File: src/rtl/hcw_pkg.sv
package hcw_pkg;

    localparam int WORD_W = 32;

    typedef enum logic [1:0] {
        OP_LOAD_IMEM = 2'd0,
        OP_LOAD_REG  = 2'd1,
        OP_RUN       = 2'd2,
        OP_COLLECT   = 2'd3
    } hcw_op_e;

    typedef struct packed {
        hcw_op_e             op;
        logic                err;
        logic [WORD_W-1:0]   data;
    } hcw_rsp_t;

    typedef struct packed {
        logic cycles;
        logic retired;
        logic mispredicts;
    } hcw_stat_sel_t;

    function automatic logic [WORD_W-1:0] sat_inc(input logic [WORD_W-1:0] v, input logic en);
        if (en && v != {WORD_W{1'b1}})
            return v + 1'b1;
        return v;
    endfunction

endpackage

File: src/rtl/hcw_run_ctrl.sv
module hcw_run_ctrl
    import hcw_pkg::*;
#(
    parameter int MAX_CYCLES = 1000
) (
    input  logic              clk,
    input  logic              rst,
    input  logic              start,
    input  logic              halt,
    input  logic              retire,
    input  logic              mispredict,
    output logic              running,
    output logic [WORD_W-1:0] cyc_cnt,
    output logic [WORD_W-1:0] ret_cnt,
    output logic [WORD_W-1:0] mis_cnt
);
    localparam logic [WORD_W-1:0] LAST_CYCLE = WORD_W'(MAX_CYCLES - 1);

    always_ff @(posedge clk) begin
        if (rst) begin
            running <= 1'b0;
            cyc_cnt <= '0;
            ret_cnt <= '0;
            mis_cnt <= '0;
        end else if (start) begin
            running <= 1'b1;
            cyc_cnt <= '0;
            ret_cnt <= '0;
            mis_cnt <= '0;
        end else if (running) begin
            cyc_cnt <= sat_inc(cyc_cnt, 1'b1);
            ret_cnt <= sat_inc(ret_cnt, retire);
            mis_cnt <= sat_inc(mis_cnt, mispredict);
            if (halt || cyc_cnt == LAST_CYCLE)
                running <= 1'b0;
        end
    end
endmodule

File: src/rtl/hcw_shadow_rf.sv
module hcw_shadow_rf
    import hcw_pkg::*;
#(
    parameter int RF_DEPTH = 16,
    localparam int IDX_W = $clog2(RF_DEPTH)
) (
    input  logic              clk,
    input  logic              rst,
    input  logic              pre_we,
    input  logic [IDX_W-1:0]  pre_idx,
    input  logic [WORD_W-1:0] pre_data,
    input  logic              wb_we,
    input  logic [IDX_W-1:0]  wb_idx,
    input  logic [WORD_W-1:0] wb_data,
    input  logic [IDX_W-1:0]  rd_idx,
    output logic [WORD_W-1:0] rd_data
);
    logic [WORD_W-1:0] regs [RF_DEPTH];

    for (genvar i = 0; i < RF_DEPTH; i++) begin : g_reg
        if (i == 0) begin : g_zero
            assign regs[i] = '0;
        end else begin : g_store
            logic [WORD_W-1:0] q;
            always_ff @(posedge clk) begin
                if (rst)
                    q <= '0;
                else if (wb_we && wb_idx == IDX_W'(i))
                    q <= wb_data;
                else if (pre_we && pre_idx == IDX_W'(i))
                    q <= pre_data;
            end
            assign regs[i] = q;
        end
    end

    assign rd_data = regs[rd_idx];
endmodule

File: src/rtl/hcw_cmd_fsm.sv
module hcw_cmd_fsm
    import hcw_pkg::*;
#(
    parameter int ADDR_W   = 10,
    parameter int RF_DEPTH = 16,
    localparam int IDX_W = $clog2(RF_DEPTH)
) (
    input  logic              clk,
    input  logic              rst,
    input  logic              cmd_valid,
    output logic              cmd_ready,
    input  hcw_op_e           cmd_op,
    input  logic [ADDR_W-1:0] cmd_addr,
    input  logic [WORD_W-1:0] cmd_data,
    output hcw_rsp_t          rsp,
    output logic              rsp_valid,
    input  logic              rsp_ready,
    input  logic              running,
    input  logic [WORD_W-1:0] reg_rd_data,
    input  logic [WORD_W-1:0] cyc_cnt,
    input  logic [WORD_W-1:0] ret_cnt,
    input  logic [WORD_W-1:0] mis_cnt,
    output logic [IDX_W-1:0]  rd_idx,
    output logic              start,
    output logic              pre_we,
    output logic              imem_we,
    output logic [ADDR_W-1:0] imem_addr,
    output logic [WORD_W-1:0] imem_wdata,
    output logic              rf_we,
    output logic [IDX_W-1:0]  rf_addr,
    output logic [WORD_W-1:0] rf_wdata
);
    localparam logic [ADDR_W-1:0] STAT_BASE = ADDR_W'(RF_DEPTH);

    logic              accept;
    logic              err_c;
    logic [WORD_W-1:0] data_c;
    logic              do_imem, do_rf, do_start;
    hcw_stat_sel_t     sel;

    assign cmd_ready = !rsp_valid;
    assign accept    = cmd_valid && cmd_ready;
    assign rd_idx    = cmd_addr[IDX_W-1:0];

    always_comb begin
        sel.cycles      = cmd_addr == STAT_BASE;
        sel.retired     = cmd_addr == STAT_BASE + 1'b1;
        sel.mispredicts = cmd_addr == STAT_BASE + 2'd2;
    end

    always_comb begin
        err_c    = running;
        data_c   = '0;
        do_imem  = 1'b0;
        do_rf    = 1'b0;
        do_start = 1'b0;
        unique case (cmd_op)
            OP_LOAD_IMEM: begin
                do_imem = !running;
            end
            OP_LOAD_REG: begin
                err_c = running || cmd_addr >= STAT_BASE;
                do_rf = !err_c && rd_idx != '0;
            end
            OP_RUN: begin
                do_start = !running;
            end
            OP_COLLECT: begin
                if (cmd_addr < STAT_BASE)
                    data_c = reg_rd_data;
                else if (sel.cycles)
                    data_c = cyc_cnt;
                else if (sel.retired)
                    data_c = ret_cnt;
                else if (sel.mispredicts)
                    data_c = mis_cnt;
                else
                    err_c = 1'b1;
            end
            default: err_c = 1'b1;
        endcase
        if (!err_c && (cmd_op == OP_LOAD_IMEM || cmd_op == OP_LOAD_REG))
            data_c = cmd_data;
        if (err_c)
            data_c = '0;
    end

    assign start  = accept && do_start;
    assign pre_we = accept && do_rf;

    always_ff @(posedge clk) begin
        if (rst) begin
            rsp_valid  <= 1'b0;
            rsp        <= '0;
            imem_we    <= 1'b0;
            imem_addr  <= '0;
            imem_wdata <= '0;
            rf_we      <= 1'b0;
            rf_addr    <= '0;
            rf_wdata   <= '0;
        end else begin
            imem_we <= accept && do_imem;
            rf_we   <= accept && do_rf;
            if (accept) begin
                rsp_valid <= 1'b1;
                rsp.op    <= cmd_op;
                rsp.err   <= err_c;
                rsp.data  <= data_c;
                if (do_imem) begin
                    imem_addr  <= cmd_addr;
                    imem_wdata <= cmd_data;
                end
                if (do_rf) begin
                    rf_addr  <= rd_idx;
                    rf_wdata <= cmd_data;
                end
            end else if (rsp_valid && rsp_ready) begin
                rsp_valid <= 1'b0;
            end
        end
    end
endmodule

File: src/rtl/host_cmd_ctrl.sv
module host_cmd_ctrl
    import hcw_pkg::*;
#(
    parameter int ADDR_W     = 10,
    parameter int RF_DEPTH   = 16,
    parameter int MAX_CYCLES = 1000,
    localparam int RF_IDX_W  = $clog2(RF_DEPTH)
) (
    input  logic                clk,
    input  logic                rst,
    input  logic                cmd_valid,
    output logic                cmd_ready,
    input  logic [1:0]          cmd_op,
    input  logic [ADDR_W-1:0]   cmd_addr,
    input  logic [31:0]         cmd_data,
    output logic                rsp_valid,
    input  logic                rsp_ready,
    output logic [1:0]          rsp_op,
    output logic                rsp_err,
    output logic [31:0]         rsp_data,
    output logic                imem_we,
    output logic [ADDR_W-1:0]   imem_addr,
    output logic [31:0]         imem_wdata,
    output logic                rf_we,
    output logic [RF_IDX_W-1:0] rf_addr,
    output logic [31:0]         rf_wdata,
    output logic                dp_run,
    input  logic                dp_halt,
    input  logic                wb_valid,
    input  logic                wb_we,
    input  logic [RF_IDX_W-1:0] wb_addr,
    input  logic [31:0]         wb_data,
    input  logic                wb_mispredict
);
    hcw_rsp_t              rsp;
    logic                  start, pre_we, running;
    logic [RF_IDX_W-1:0]   rd_idx;
    logic [WORD_W-1:0]     reg_rd_data, cyc_cnt, ret_cnt, mis_cnt;

    hcw_cmd_fsm #(.ADDR_W(ADDR_W), .RF_DEPTH(RF_DEPTH)) u_fsm (
        .clk(clk), .rst(rst),
        .cmd_valid(cmd_valid), .cmd_ready(cmd_ready),
        .cmd_op(hcw_op_e'(cmd_op)), .cmd_addr(cmd_addr), .cmd_data(cmd_data),
        .rsp(rsp), .rsp_valid(rsp_valid), .rsp_ready(rsp_ready),
        .running(running), .reg_rd_data(reg_rd_data),
        .cyc_cnt(cyc_cnt), .ret_cnt(ret_cnt), .mis_cnt(mis_cnt),
        .rd_idx(rd_idx), .start(start), .pre_we(pre_we),
        .imem_we(imem_we), .imem_addr(imem_addr), .imem_wdata(imem_wdata),
        .rf_we(rf_we), .rf_addr(rf_addr), .rf_wdata(rf_wdata)
    );

    hcw_run_ctrl #(.MAX_CYCLES(MAX_CYCLES)) u_run (
        .clk(clk), .rst(rst), .start(start), .halt(dp_halt),
        .retire(wb_valid), .mispredict(wb_mispredict),
        .running(running), .cyc_cnt(cyc_cnt), .ret_cnt(ret_cnt), .mis_cnt(mis_cnt)
    );

    hcw_shadow_rf #(.RF_DEPTH(RF_DEPTH)) u_rf (
        .clk(clk), .rst(rst),
        .pre_we(pre_we), .pre_idx(rd_idx), .pre_data(cmd_data),
        .wb_we(running && wb_we), .wb_idx(wb_addr), .wb_data(wb_data),
        .rd_idx(rd_idx), .rd_data(reg_rd_data)
    );

    assign dp_run   = running;
    assign rsp_op   = rsp.op;
    assign rsp_err  = rsp.err;
    assign rsp_data = rsp.data;
endmodule

File: config.mk
export PLATFORM = sky130hd
export DESIGN_NAME = host_cmd_ctrl
export DESIGN_NICKNAME = d
export VERILOG_FILES = /design/src/rtl/hcw_pkg.sv /design/src/rtl/hcw_run_ctrl.sv /design/src/rtl/hcw_shadow_rf.sv /design/src/rtl/hcw_cmd_fsm.sv /design/src/rtl/host_cmd_ctrl.sv
export SDC_FILE = /design/constraint.sdc
export NUM_CORES = 2
export LEC_CHECK = 0
export BUFFER_PORTS_ARGS = -buffer_cell sky130_fd_sc_hd__buf_2
export CAP_MARGIN = 20
export CORE_UTILIZATION = 50
export CTS_BUF_LIST = sky130_fd_sc_hd__clkbuf_8
export DETAILED_ROUTE_END_ITERATION = 8
export GPL_TIMING_DRIVEN = 0
export PLACE_DENSITY = 0.66
export SYNTH_ARGS = -nofsm -noshare
export SYNTH_HDL_FRONTEND = slang
export SYNTH_SLANG_ARGS = --single-unit
export TNS_END_PERCENT = 1
File: constraint.sdc
create_clock -name clk -period 7.3 [get_ports clk]
set_input_delay 1.095 -clock clk [delete_from_list [all_inputs] [get_ports clk]]
set_output_delay 1.095 -clock clk [all_outputs]
set_load 0.02 [all_outputs]
* Word-level counts from Yosys, hierarchy flattened *
Index checks and enable logic that the tools add are counted.

operators by class
  mux-type cells = 68
  bitwise gates (word level) = 1
  add/sub/neg operators = 3
  reductions and logical operators = 71
  equal/unequal tests = 40
  order comparisons = 3

operators by type and width
  kind                                                                 number
  2-to-1 mux 32 bit                                                    42
  binary-select mux 32 bit (select 4 bit)                              1
  adder 32 x 1 -> 32 bit (second input constant)                       3
  inequality test 32 bit (second input constant)                       3
  == test 4 bit (second input constant)                                16
  logical AND 1 bit                                                    40
  == test 32 x 10 -> 1 bit (second input constant)                     1
  == test 4 x 3 -> 1 bit (second input constant)                       8
  nonzero test 2 bit                                                   16
  == test 10 x 5 -> 1 bit (second input constant)                      3
  2-to-1 mux 1 bit                                                     24
  == test 4 x 2 -> 1 bit (second input constant)                       4
  greater-or-equal comparator 10 x 5 -> 1 bit (second input constant)  1
  < comparator 10 x 5 -> 1 bit (second input constant)                 1
  AND reduction 2 bit                                                  5
  == test 4 x 1 -> 1 bit (second input constant)                       2
  greater-or-equal comparator 5 bit (second input constant)            1
  NOT 4 -> 5 bit                                                       1
  == test 2 bit (second input constant)                                2
  logical NOT 1 bit                                                    4
  nonzero test 4 bit                                                   1
  logical OR 1 bit                                                     3
  == test 2 x 1 -> 1 bit (second input constant)                       1
  logical NOT 2 bit                                                    1
  other kinds (2)                                                      2

word-level totals
  flip-flop bits (word level) = 693
  word-level logic and storage cells = 215
  output and inout bits = 118

* Longest topological paths before layout *
  depth in word-level cells = 10
  gate-level depth with buffers = 9
  depth with buffers taken out = 6

* Modules after synthesis *
Synthesis repeated with hierarchy kept, for this count alone.

unflattened totals
  cells, all modules = 4623
  area, all modules = 38129.1 um^2

modules (own cells, without submodules)
  module         instances  cells an instance  area each (um^2)  seq. area each (um^2)
  hcw_shadow_rf  1          3277               27223.6           9609.2
  hcw_cmd_fsm    1          724                5744.3            2322.2
  hcw_run_ctrl   1          621                5154.9            1941.9
  host_cmd_ctrl  1          1                  6.3               0.0

* Worst setup path after synthesis *
OpenSTA, ideal clock, no wires.

  path kind = input -> register
  start = input port cmd_addr[0]
  end = register u_fsm.rsp[13] (netlist name)
  data required time = 7.184 ns
  arrival time = 3.026 ns
  slack = 4.157 ns
  buffers on the path = 3
  stages = 6
  cell sequence = clkbuf_1 -> buf_1 -> buf_2 -> mux4_2 -> o21a_1 -> a31o_2

between the ends
  longest elaborated chain between the ends = 10

RTL lines
  what                             line                 text
  start: declaration               host_cmd_ctrl.sv:14  input logic [ADDR_W-1:0] cmd_addr,
  == test 10 x 5 -> 1 bit          hcw_cmd_fsm.sv:48    sel.mispredicts = cmd_addr == STAT_BASE + 2'd2;
  2-to-1 mux 1 bit                 hcw_cmd_fsm.sv:75    else if (sel.mispredicts)
  2-to-1 mux 1 bit                 hcw_cmd_fsm.sv:73    else if (sel.retired)
  2-to-1 mux 1 bit                 hcw_cmd_fsm.sv:71    else if (sel.cycles)
  2-to-1 mux 1 bit                 hcw_cmd_fsm.sv:69    if (cmd_addr < STAT_BASE)
  case mux 1 bit (2 select lines)  hcw_cmd_fsm.sv:57    unique case (cmd_op)
  logical NOT 1 bit                hcw_cmd_fsm.sv:82    if (!err_c && (cmd_op == OP_LOAD_IMEM || cmd_op == OP_LOAD_REG))
  logical AND 1 bit                hcw_cmd_fsm.sv:82
  2-to-1 mux 32 bit                hcw_cmd_fsm.sv:82
  2-to-1 mux 32 bit *              hcw_cmd_fsm.sv:84    if (err_c)

Mark *: on every way between the ends. The rest lies on a longest branch, timed or not. The select of a mux whose other input is x is not followed.
A chain may end at the register's enable or synchronous reset.

* Final worst setup path *
  start = input port cmd_addr[0]
  end = register u_fsm.rsp[30] (netlist name)

between the ends
  longest elaborated chain between the ends = 10

RTL lines
  what                             line
  == test 10 x 5 -> 1 bit          hcw_cmd_fsm.sv:48
  2-to-1 mux 1 bit                 hcw_cmd_fsm.sv:75
  2-to-1 mux 1 bit                 hcw_cmd_fsm.sv:73
  2-to-1 mux 1 bit                 hcw_cmd_fsm.sv:71
  2-to-1 mux 1 bit                 hcw_cmd_fsm.sv:69
  case mux 1 bit (2 select lines)  hcw_cmd_fsm.sv:57
  logical NOT 1 bit                hcw_cmd_fsm.sv:82
  logical AND 1 bit                hcw_cmd_fsm.sv:82
  2-to-1 mux 32 bit                hcw_cmd_fsm.sv:82
  2-to-1 mux 32 bit *              hcw_cmd_fsm.sv:84

Marked as above.

==> flow_metrics.env <==
export IMPL_numCtsBuffers=119
export IMPL_cts_buffer_depth=3
export IMPL_portBuffers=171
export IMPL_firstDrtPassIters=8
export IMPL_grt_pass1_vias=34500
export IMPL_final_hold_viol_count=0
export IMPL_ant_nets=0
export IMPL_vias_per_cell=6.53
export IMPL_async_flop_share=0
export IMPL_p_leak_nw=14.3
export IMPL_yosys_warnings=0
export IMPL_synth_top_area_cell="dfxtp_1"
export IMPL_drv_slew=0
export IMPL_post_synth_top_count_cell="dfxtp_1"
export IMPL_start_util=0.509
export IMPL_rows=99
export IMPL_status="complete, no violations"
export IMPL_cts_resized=0
export IMPL_syn_cell_area_um2=37500
export IMPL_fin_tns_setup_ns=0
export IMPL_rsz0062_at_grt="false"
export IMPL_fin_crit_sh=0.598
export IMPL_arrival_ns=5.05
export IMPL_layout_min_cycle_time_ns=4.37
export IMPL_maxCapViolations=0
export IMPL_setup_ws_ns=2.93
export IMPL_ys_flop_type="dfxtp_1"
export IMPL_power_share_clock=0.448
export IMPL_num_vias=35400
export IMPL_drive_above_1_share=0.149
export IMPL_synth_seq_cells=693
export IMPL_syn_inst=4055
export IMPL_fin_util=0.572
export IMPL_wl_mm=149
export IMPL_h_tree_depth=3
export IMPL_die_area_um2=76000
export IMPL_peakVddDrop_v=0.000159
export IMPL_startpoint_type="primary input"
export IMPL_worstSkewPairLatency_ns=0.78
export IMPL_grt_max_degree=18
export IMPL_crit_fanout=10
export IMPL_ys_top_cells_by_count="693 x dfxtp_1, 517 x mux2i_1, 445 x clkbuf_1"
export IMPL_io_pins=206
export IMPL_syn_num_nets=4146
export IMPL_core_um2=73600
export IMPL_syn_to_final_growth_pct=12.3
export IMPL_synth_simple_area_share=0.168
export IMPL_globalplace_congestion=0.967
export IMPL_endpoint_kind="flip-flop"
export IMPL_synth_area_mux_share=0.206
export IMPL_syn_area_per_cell_um2=9.24
export IMPL_tightest_slew_ns=1.20
export IMPL_die_x_um=276
export IMPL_synth_compound_area_frac=0.189
export IMPL_drc=0
export IMPL_hold_buffers=0
export IMPL_worstPathRequired_ns=7.98
export IMPL_synth_xor_area_share=0.00608
export IMPL_power_density_nw_per_um2=197
export IMPL_drt_iter0_drc=3468
export IMPL_wire_per_inst_um=27.5
export IMPL_hold_class="reg2reg"
export IMPL_groute_usage_overall=0.380
export IMPL_clock_sinks=693
export IMPL_die_y_um=276
export IMPL_seqPwrFrac=0.461
export IMPL_root_buffer="clkbuf_8"
export IMPL_setup_viol=0
export IMPL_power_frac_comb=0.091
export IMPL_cts_tree="yes"
export IMPL_synth_fa_ha_area_frac=0.00100
export IMPL_slew_headroom=0.202
export IMPL_switchingPower_mw=2.31
export IMPL_sw_frac_of_total=0.280
export IMPL_reg2reg_slack_ns=3.38
export IMPL_nets=4444
export IMPL_yosysUniqueCellTypes=61
export IMPL_overflow=0
export IMPL_synth_top_area_frac=0.370
export IMPL_fin_worst_skew_ns=0.0435
export IMPL_post_cts_setup_buffers=0
export IMPL_dp_slack_ns=2.35
export IMPL_yosys_top_cells_area="dfxtp_1 37%, mux2i_1 14%, a211oi_1 5.3%"
export IMPL_synth_top_family_by_area="multiplexers"
export IMPL_antenna_found_initial=12
export IMPL_synth_edf_count=0
export IMPL_yosysSeqAreaShare=0.370
export IMPL_clk_pin_slew_ns=0.07
export IMPL_critPathKind="in2reg"
export IMPL_power_internal_mw=5.95
export IMPL_fmax_mhz=229
export IMPL_grt_pass1_wl_mm=218
export IMPL_dp_hpwl_mm=117
[power groups by stage]
stage	clock network [mW]	logic, mW	registers, mW
detailed placement	0	0.714	3.90
floorplan	0	0.397	3.90
global placement	0	0.705	3.90
global route	3.87	0.771	3.81
finish	3.70	0.750	3.81
CTS	3.70	0.716	3.81
[logic make-up (layout without fill, tap and decap cells)]
group           after synthesis  after routing
simple gates               1076           1076
compound gates              997            997
mux                         709            709
flops                       693            693
buf+inv                     551            940
xor+xnor                     26             26
fa+ha+maj                     3              3
other cells                   0             12
[cell type report]
type / count / area [um2]
well taps: 959 / 1200
multi-input cells: 2811 / 21300
inverters: 15 / 56.3
plain buffers: 536 / 2190
diodes: 12 / 30.0
flip-flops and latches: 693 / 13900
clock buffers: 153 / 2110
clock inverters: 59 / 338
repair buffers: 177 / 917
fillers: 6775 / 31500
[worst max-delay path, stage by stage]
cell and delay, ns:
clkbuf_1 0.47, buf_1 0.86, clkbuf_1 0.94, buf_1 0.79, nor2_1 0.11, a21oi_1 0.24, o22ai_1 0.20, a31o_2 0.32
[registers in the layout, indices dropped and copies added, names as in the netlist]
register / flops
u_run.ret_cnt: 32
u_run.running: 1
u_fsm.imem_wdata: 32
u_run.cyc_cnt: 32
u_fsm.imem_addr: 10
u_fsm.rf_we: 1
u_fsm.rsp: 35
u_fsm.rsp_valid: 1
u_run.mis_cnt: 32
u_rf.g.g_store.q: 480
u_fsm.rf_addr: 4
u_fsm.imem_we: 1
u_fsm.rf_wdata: 32
[path summary, 6_finish.rpt]
| path | from | to | cells after the start |
|---|---|---|---|
| worst max-delay path | cmd_addr[0] | u_fsm.rsp[30] | 8 |
| worst min-delay path | u_fsm.imem_wdata[25] | u_fsm.imem_wdata[25] | 2 |
| worst max register to register | u_run.running | u_run.mis_cnt[11] | 7 |
| worst min register to register | u_fsm.imem_wdata[25] | u_fsm.imem_wdata[25] | 2 |
[cells in the final DEF (no fill, tap or decap), types with 15 or more instances in the layout]
cell         n
a211oi_1   264
a21oi_1    130
a221oi_1    31
a2bb2oi_1   31
a31o_2      33
a32oi_1     32
and2_1      18
buf_1       24
buf_2      201
buf_4       38
clkbuf_1   445
clkbuf_8   153
clkinv_2    15
dfxtp_1    693
inv_1       51
mux2_2     159
mux2i_1    517
mux4_2      33
nand2_1    213
nand3_1     48
nand4_1     41
nand4b_1   225
nor2_1     100
nor3_1     269
nor4_1      20
o21a_1      32
o21ai_0     65
o22ai_1     95
o31ai_1    244
or3_1       40
or4_1       28
xnor2_1     18
[stage by stage]
step	std cells	hold WS (ns)	instance area (um2)	power, mW
after CTS	5401	0.454	42000	8.23
final	5415	0.451	42100	8.26
after floorplan	4055	0.460	37500	4.30
after global routing	5412	0.469	42000	8.46
after global placement	5185	0.439	39500	4.60
after detailed placement	5189	0.445	39600	4.61
[routing by layer]
metal / share of wire / up-vias / GRT usage
li1: - / 16100 / -
met1: 0.40 / 17100 / 0.477
met2: 0.45 / 1785 / 0.609
met3: 0.091 / 407 / 0.0878
met4: 0.054 / 6 / 0.196
met5: 0.00030 / - / 0
No activity file was read; power rests on OpenSTA's default activity.
